<file path="src/rtl/coh_pkg.sv">
package coh_pkg;

    // Coherence state of one line; the two-bit code is stored per line.
    typedef enum logic [1:0] {
        LS_I = 2'd0,
        LS_S = 2'd1,
        LS_E = 2'd2,
        LS_M = 2'd3
    } line_st_t;

    // Operation code driven on the bus request port.
    typedef enum logic [1:0] {
        BOP_NONE = 2'd0,
        BOP_FILL = 2'd1,
        BOP_INV  = 2'd2,
        BOP_WB   = 2'd3
    } bus_op_t;

    // Controller sequencing states.
    typedef enum logic [2:0] {
        CS_IDLE,
        CS_EVICT_WB,
        CS_FILL_REQ,
        CS_FILL_WAIT,
        CS_INV_REQ,
        CS_SNP_WB
    } ctl_st_t;

endpackage

</file>
<file path="src/rtl/coh_tag_match.sv">
module coh_tag_match #(
    parameter int LINES = 4,
    parameter int TAG_W = 8,
    localparam int IDX_W = (LINES > 1) ? $clog2(LINES) : 1
) (
    input  logic                          clk,
    input  logic                          rst_n,
    input  logic [LINES-1:0][TAG_W-1:0]   tags,
    input  logic [LINES-1:0]              valid,
    input  logic [TAG_W-1:0]              key,
    output logic                          hit,
    output logic [IDX_W-1:0]              idx
);

    logic [LINES-1:0] match;

    for (genvar g = 0; g < LINES; g++) begin : g_cmp
        assign match[g] = valid[g] && (tags[g] == key);
    end

    always_comb begin
        hit = |match;
        idx = '0;
        for (int i = 0; i < LINES; i++) begin
            if (match[i]) idx = IDX_W'(i);
        end
    end

    // a tag never lives in two valid slots at once
    dup_match_chk: assert property (@(posedge clk) disable iff (!rst_n)
        $onehot0(match));

endmodule

</file>
<file path="src/rtl/coh_rr_ptr.sv">
module coh_rr_ptr #(
    parameter int LINES = 4,
    localparam int IDX_W = (LINES > 1) ? $clog2(LINES) : 1
) (
    input  logic             clk,
    input  logic             rst_n,
    input  logic             adv,
    output logic [IDX_W-1:0] ptr
);

    localparam logic [IDX_W-1:0] LAST = IDX_W'(LINES - 1);

    always_ff @(posedge clk) begin
        if (!rst_n)       ptr <= '0;
        else if (adv)     ptr <= (ptr == LAST) ? '0 : ptr + 1'b1;
    end

    // pointer stays inside the array
    rr_range_chk: assert property (@(posedge clk) disable iff (!rst_n)
        ptr <= LAST);

endmodule

</file>
<file path="src/rtl/coh_line_ctrl.sv">
module coh_line_ctrl
    import coh_pkg::*;
#(
    parameter int LINES      = 4,
    parameter int TAG_W      = 8,
    parameter bit INSTR_SIDE = 1'b0
) (
    input  logic             clk,
    input  logic             rst_n,
    input  logic             req_valid,
    input  logic             req_write,
    input  logic [TAG_W-1:0] req_tag,
    output logic             req_ready,
    output logic             rsp_valid,
    output logic             rsp_hit,
    input  logic             snp_valid,
    input  logic             snp_write,
    input  logic [TAG_W-1:0] snp_tag,
    output logic             snp_ready,
    output logic             snp_ack,
    output logic             snp_hit,
    output logic             snp_hitm,
    output logic             snp_cancel,
    output logic             bus_valid,
    output logic [1:0]       bus_op,
    output logic [TAG_W-1:0] bus_tag,
    input  logic             bus_ready,
    input  logic             bus_done,
    input  logic             bus_shared
);

    localparam int IDX_W = (LINES > 1) ? $clog2(LINES) : 1;

    line_st_t                   lst [LINES];
    logic [LINES-1:0][TAG_W-1:0] ltag;
    logic [LINES-1:0]           lvalid;

    ctl_st_t          st, st_nx;
    logic [IDX_W-1:0] cur_idx;
    logic [TAG_W-1:0] cur_tag;
    logic             cur_write, cur_hit;

    logic             r_hit, s_hit;
    logic [IDX_W-1:0] r_idx, s_idx, victim;
    line_st_t         r_st, s_st, v_st, fill_st;
    logic             snp_go, req_go, miss_go, wr_drop;
    bus_op_t          bop;

    for (genvar g = 0; g < LINES; g++) begin : g_valid
        assign lvalid[g] = (lst[g] != LS_I);
    end

    coh_tag_match #(.LINES(LINES), .TAG_W(TAG_W)) u_req_match (
        .clk(clk), .rst_n(rst_n), .tags(ltag), .valid(lvalid),
        .key(req_tag), .hit(r_hit), .idx(r_idx));

    coh_tag_match #(.LINES(LINES), .TAG_W(TAG_W)) u_snp_match (
        .clk(clk), .rst_n(rst_n), .tags(ltag), .valid(lvalid),
        .key(snp_tag), .hit(s_hit), .idx(s_idx));

    coh_rr_ptr #(.LINES(LINES)) u_rr (
        .clk(clk), .rst_n(rst_n), .adv(miss_go), .ptr(victim));

    assign r_st      = lst[r_idx];
    assign s_st      = lst[s_idx];
    assign v_st      = lst[victim];
    assign snp_ready = (st == CS_IDLE);
    assign req_ready = (st == CS_IDLE) && !snp_valid;
    assign snp_go    = snp_valid && snp_ready;
    assign req_go    = req_valid && req_ready;
    assign wr_drop   = INSTR_SIDE && req_write;
    assign miss_go   = req_go && !r_hit && !wr_drop;

    // Fill result: the instruction-side variant never takes ownership.
    if (INSTR_SIDE) begin : g_isd_fill
        assign fill_st = LS_S;
    end else begin : g_dsd_fill
        assign fill_st = bus_shared ? LS_S : LS_E;
    end

    // State register
    always_ff @(posedge clk) begin
        if (!rst_n) st <= CS_IDLE;
        else        st <= st_nx;
    end

    // Next-state logic
    always_comb begin
        st_nx = st;
        unique case (st)
            CS_IDLE: begin
                if (snp_go) begin
                    if (s_hit && s_st == LS_M) st_nx = CS_SNP_WB;
                end else if (req_go && !wr_drop) begin
                    if (r_hit) begin
                        if (req_write && r_st == LS_S) st_nx = CS_INV_REQ;
                    end else begin
                        st_nx = (v_st == LS_M) ? CS_EVICT_WB : CS_FILL_REQ;
                    end
                end
            end
            CS_EVICT_WB:  if (bus_ready) st_nx = CS_FILL_REQ;
            CS_FILL_REQ:  if (bus_ready) st_nx = CS_FILL_WAIT;
            CS_FILL_WAIT: if (bus_done)
                              st_nx = (cur_write && !INSTR_SIDE && bus_shared) ? CS_INV_REQ : CS_IDLE;
            CS_INV_REQ:   if (bus_ready) st_nx = CS_IDLE;
            CS_SNP_WB:    if (bus_ready) st_nx = CS_IDLE;
            default:      st_nx = CS_IDLE;
        endcase
    end

    // Bus request outputs
    always_comb begin
        bop     = BOP_NONE;
        bus_tag = cur_tag;
        unique case (st)
            CS_EVICT_WB: begin bop = BOP_WB; bus_tag = ltag[cur_idx]; end
            CS_FILL_REQ: bop = BOP_FILL;
            CS_INV_REQ:  bop = BOP_INV;
            CS_SNP_WB:   bop = BOP_WB;
            default:     bop = BOP_NONE;
        endcase
    end
    assign bus_valid = (bop != BOP_NONE);
    assign bus_op    = bop;

    // Line array, request context and responses
    always_ff @(posedge clk) begin
        if (!rst_n) begin
            for (int i = 0; i < LINES; i++) lst[i] <= LS_I;
            ltag       <= '0;
            cur_idx    <= '0;
            cur_tag    <= '0;
            cur_write  <= 1'b0;
            cur_hit    <= 1'b0;
            rsp_valid  <= 1'b0;
            rsp_hit    <= 1'b0;
            snp_ack    <= 1'b0;
            snp_hit    <= 1'b0;
            snp_hitm   <= 1'b0;
            snp_cancel <= 1'b0;
        end else begin
            rsp_valid  <= 1'b0;
            snp_ack    <= 1'b0;
            snp_hit    <= 1'b0;
            snp_hitm   <= 1'b0;
            snp_cancel <= 1'b0;
            case (st)
                CS_IDLE: begin
                    if (snp_go) begin
                        snp_ack    <= 1'b1;
                        snp_hit    <= s_hit;
                        snp_hitm   <= s_hit && (s_st == LS_M);
                        snp_cancel <= s_hit && (s_st == LS_M) && snp_write;
                        cur_tag    <= snp_tag;
                        if (s_hit) lst[s_idx] <= snp_write ? LS_I : LS_S;
                    end else if (req_go) begin
                        cur_tag   <= req_tag;
                        cur_write <= req_write;
                        if (wr_drop) begin
                            rsp_valid <= 1'b1;
                            rsp_hit   <= 1'b0;
                        end else if (r_hit) begin
                            cur_idx <= r_idx;
                            cur_hit <= 1'b1;
                            if (!req_write) begin
                                rsp_valid <= 1'b1;
                                rsp_hit   <= 1'b1;
                            end else if (r_st != LS_S) begin
                                lst[r_idx] <= LS_M;
                                rsp_valid  <= 1'b1;
                                rsp_hit    <= 1'b1;
                            end
                        end else begin
                            cur_idx     <= victim;
                            cur_hit     <= 1'b0;
                            lst[victim] <= LS_I;
                        end
                    end
                end
                CS_FILL_WAIT: begin
                    if (bus_done) begin
                        ltag[cur_idx] <= cur_tag;
                        if (cur_write && !INSTR_SIDE) begin
                            if (bus_shared) begin
                                lst[cur_idx] <= LS_S;
                            end else begin
                                lst[cur_idx] <= LS_M;
                                rsp_valid    <= 1'b1;
                                rsp_hit      <= 1'b0;
                            end
                        end else begin
                            lst[cur_idx] <= fill_st;
                            rsp_valid    <= 1'b1;
                            rsp_hit      <= 1'b0;
                        end
                    end
                end
                CS_INV_REQ: begin
                    if (bus_ready) begin
                        lst[cur_idx] <= LS_M;
                        rsp_valid    <= 1'b1;
                        rsp_hit      <= cur_hit;
                    end
                end
                default: ;
            endcase
        end
    end


    bus_hold_chk: assert property (@(posedge clk) disable iff (!rst_n)
        bus_valid && !bus_ready |=> bus_valid && $stable(bus_op) && $stable(bus_tag));


    cancel_hitm_chk: assert property (@(posedge clk) disable iff (!rst_n)
        snp_cancel |-> snp_hitm && snp_ack);


    snp_wb_chk: assert property (@(posedge clk) disable iff (!rst_n)
        snp_hitm |-> bus_valid && bus_op == 2'd3);


    rd_hit_chk: assert property (@(posedge clk) disable iff (!rst_n)
        req_go && !req_write && r_hit |=> rsp_valid && rsp_hit);


    snp_prio_chk: assert property (@(posedge clk) disable iff (!rst_n)
        snp_valid |-> !req_ready);

    if (INSTR_SIDE) begin : g_isd_chk
        for (genvar g = 0; g < LINES; g++) begin : g_line

            isd_clean_chk: assert property (@(posedge clk) disable iff (!rst_n)
                lst[g] == LS_S || lst[g] == LS_I);
        end
    end

endmodule

</file>
<file path="config.mk">
export PLATFORM = sky130hd
export DESIGN_NAME = coh_line_ctrl
export DESIGN_NICKNAME = d
export VERILOG_FILES = /design/src/rtl/coh_pkg.sv /design/src/rtl/coh_tag_match.sv /design/src/rtl/coh_rr_ptr.sv /design/src/rtl/coh_line_ctrl.sv
export SDC_FILE = /design/constraint.sdc
export NUM_CORES = 1
export LEC_CHECK = 0
export ABC_CLOCK_PERIOD_IN_PS = 5850
export CAP_MARGIN = 15
export CORE_ASPECT_RATIO = 0.8
export CORE_MARGIN = 8
export CORE_UTILIZATION = 62
export DETAILED_ROUTE_END_ITERATION = 10
export PLACE_DENSITY = 0.86
export SLEW_MARGIN = 0
export SYNTH_ARGS = -nofsm -noshare
export SYNTH_HDL_FRONTEND = slang
export SYNTH_SLANG_ARGS = --single-unit
</file>
<file path="constraint.sdc">
create_clock -name clk -period 5.85 [get_ports clk]
set_input_delay 0.585 -clock clk [delete_from_list [all_inputs] [get_ports clk]]
set_output_delay 0.585 -clock clk [all_outputs]
set_load 0.05 [all_outputs]
</file>
==> impl_metrics.tcl <==
set metrics [dict create \
    layoutNonFillerInstCount 559 \
    final.setup_skew_ps 8.589 \
    outcome "complete, no violations" \
    synth_edf_count 8 \
    num_vias 3526 \
    yosys.area_share.simple_pct 18.93 \
    p_comb_share_pct 38.8 \
    crit_chain "nand2b_1 > nor2_1 > mux2_2 > clkdlybuf4s50_1" \
    p_switching_w 0.0006853 \
    cts_setup_buffers 0 \
    path_max_fanout 13 \
    die_area_sq_mm 0.009497 \
    dieHeight_um 88.78 \
    cpPeakStageDelay_ps 720 \
    fillers 468 \
    cpLargestDelayFamily "simple AND/OR/NAND/NOR gates" \
    cts_tree "done" \
    ys_seq_area_share_pct 33.65 \
    worstSetupPathType "reg -> out" \
    synth.avg_cell_area_sq_um 9.184 \
    vias_per_cell 6.308 \
    ir_drop_mv 0.2279 \
    antenna_found_initial 0 \
    std_cell_rows 26 \
    cap_viol_max_count 0 \
    slew_viol_final 0 \
    area_growth_pct 14.81 \
    path_clk_slew_ps 80 \
    dp.cells 543 \
    port_buffers 43 \
    power_leakage_nw 1.760 \
    synth_seq_cells 65 \
    min_path_type "reg -> reg" \
    ys_warn_count 0 \
    drive_above_1_share_pct 11.16 \
    grt_pass1_vias 3511 \
    crit_path_end_kind "output pin" \
    fp.dieW_um 107.0 \
    synth_fa_ha_area_share_pct 0.3048 \
    p_seq_share_pct 35.4 \
    synth_top_area_cell "dfxtp_1" \
    drt_iter0_drc 284 \
    rsz0062_at_grt "no" \
    cts.sinks 65 \
    cts_root_buffer "clkbuf_8" \
    p_int_w 0.0009993 \
    nNetsFinal 496 \
    wirelength_mm 11.25 \
    cp-start-kind "flip-flop" \
    drc 0 \
    hpwl_mm 8.286 \
    crit_path_top_delay_cell "nor2_1" \
    numCtsBuffers 9 \
    grt_max_degree 48 \
    grt_usage_pct 25.08 \
    synth-compound-area-share_pct 11.12 \
    cp_num_buf_inv 1 \
    dr.pass1.iters 5 \
    core_region_area_sq_mm 0.006409 \
    finalCritPeriodShare_pct 59.97 \
    timing.fmax_mhz 285.1 \
    regArea_sq_mm 0.001381 \
    power.density_mw_per_mm2 357.4 \
    diodes 0 \
    cp.arrival_ps 2920 \
    grt-ovfl-total 0 \
    htreeDepth 3 \
    multi_input_area_sq_mm 0.002535 \
    synth_top_family_by_area "simple AND/OR/NAND/NOR gates" \
    gp_congestion 0.9294 \
    async_reset_ff_share_pct 0 \
    ys_top_cells_by_area "dfxtp_1 28%, mux2i_1 11%, xnor2_1 7.5%, xor2_1 6.6%, edfxtp_1 5.9%" \
    finalSetupTns_ps 0 \
    clock_path_buffers 2 \
    period_minus_slack_ps 3508 \
    muxShareOfSynthArea_pct 17.31 \
    ant_nets 0 \
    clock_power_share_pct 25.7 \
    switching_share_pct 40.68 \
    tightest_slew_ps 1103 \
    wl_per_cell_um 20.12 \
    dpl-instance-area_sq_mm 0.004493 \
    synth_xor_area_share_pct 14.08 \
    syn_area_sq_mm 0.004105 \
    grt_pass1_wl_mm 18.55 \
    syn-num-nets 473 \
    start_util_pct 64.06 \
    total_power_w 0.001685 \
    synthCells 447 \
    cts_resized 0 \
    yosysUniqueCellTypes 61 \
    setup_viol 0 \
    relSlewSlack_pct 26.20 \
    ios 44 \
    clk-insertion-delay-late_ps 360 \
    crit_required_ps 5270 \
    final_util_pct 73.55 \
    holdBufCountCts 0 \
    hold_viol_final 0 \
    ys.flop_type "dfxtp_1" \
    final_area_sq_mm 0.004713 \
    netlist.area_leader.share_pct 27.80 \
]
-- path summary, 6_finish.rpt --
path	slack, ps	cells past startpoint	endpoint	from
worst max-delay path	2340	4	bus_tag[2]	st[0]$_SDFFE_PN0P_
worst min-delay path	460	2	rsp_hit$_SDFFE_PN0P_	rsp_hit$_SDFFE_PN0P_
worst max register to register	3020	7	lst[0][1]$_SDFFCE_PN0P_	st[0]$_SDFFE_PN0P_
worst min register to register	460	2	rsp_hit$_SDFFE_PN0P_	rsp_hit$_SDFFE_PN0P_
-- registers in the layout, summed over array words and instances (netlist names), 2 cells and up, named ones only --
name and count:
ltag 32, cur_tag 8, lst 8, st 3, cur_idx 2, u_rr.ptr 2
-- cell usage in the layout (no fill, tap or decap), types with 7 or more instances in the layout --
cell and count:
mux2i_1 44, clkdlybuf4s50_1 43, nand4_1 12, xor2_1 31
nand3_1 8, dfxtp_1 57, nor3_1 9, o21ai_0 13
clkbuf_8 10, a21oi_1 12, mux4_2 8, nand2_1 18
mux2_2 8, a211oi_1 9, edfxtp_1 8, inv_1 7
nor4_1 7, nor2_1 64, xnor2_1 35
-- tightest hold or removal path, stage by stage (launching register included) --
cell and delay, ps:
dfxtp_1 310, nand2_1 50, mux2i_1 50
-- metrics by stage --
| stage | hold WS [ps] | setup WS, ps |
|---|---|---|
| 6_report | 462.3 | 2342 |
| 5_1_grt | 503.3 | 2202 |
| 4_1_cts | 464.0 | 2368 |
| 3_5_place_dp | 453.9 | 2369 |
| 3_3_place_gp | 447.2 | 2451 |
| 2_1_floorplan | 440.9 | 2084 |
-- synth_stat cells, drive strengths merged (12+ instances only) --
cell	instances
xnor2	35
buf	13
xor2	31
nor3	12
nand4	12
clkbuf	20
dfxtp	57
mux2i	44
a21oi	13
o21ai	15
nand2	20
nor2	64
-- area by class of cell --
class / instances / share of cell area (%)
Clock buffer: 11 / 3.000
Clock inverter: 5 / 1.672
Inverter: 7 / 0.5575
Multi-Input combinational cell: 342 / 53.78
Sequential cell: 65 / 29.31
Tap cell: 84 / 2.230
Timing Repair Buffer: 45 / 9.450
-- cells by family after synthesis --
| family | after synthesis |
|---|---|
| DFF | 65 |
| buffers and inverters | 40 |
| AOI/OAI and AO/OA | 63 |
| muxes | 60 |
| xor gates and xnor gates | 66 |
| adders and majority gates | 1 |
| and+or+nand+nor | 152 |
-- layer usage --
metal / vias to the layer above / part of all wire, % / global-route usage, %
li1: 1634 / - / -
met1: 1702 / 45 / 32.53
met2: 162 / 43 / 38.87
met3: 28 / 9.2 / 6.987
met4: 0 / 2.0 / 9.427
met5: - / 0 / 0
-- power by group through the flow --
stage	logic, W	registers, W	clock network (W)
2_1_floorplan	0.000493	0.000564	0
3_3_place_gp	0.000637	0.000601	0
3_5_place_dp	0.000647	0.000604	0
4_1_cts	0.000651	0.000594	0.000436
5_1_grt	0.000698	0.000606	0.000453
6_report	0.000654	0.000597	0.000433
(Power assumes the default switching activity.)
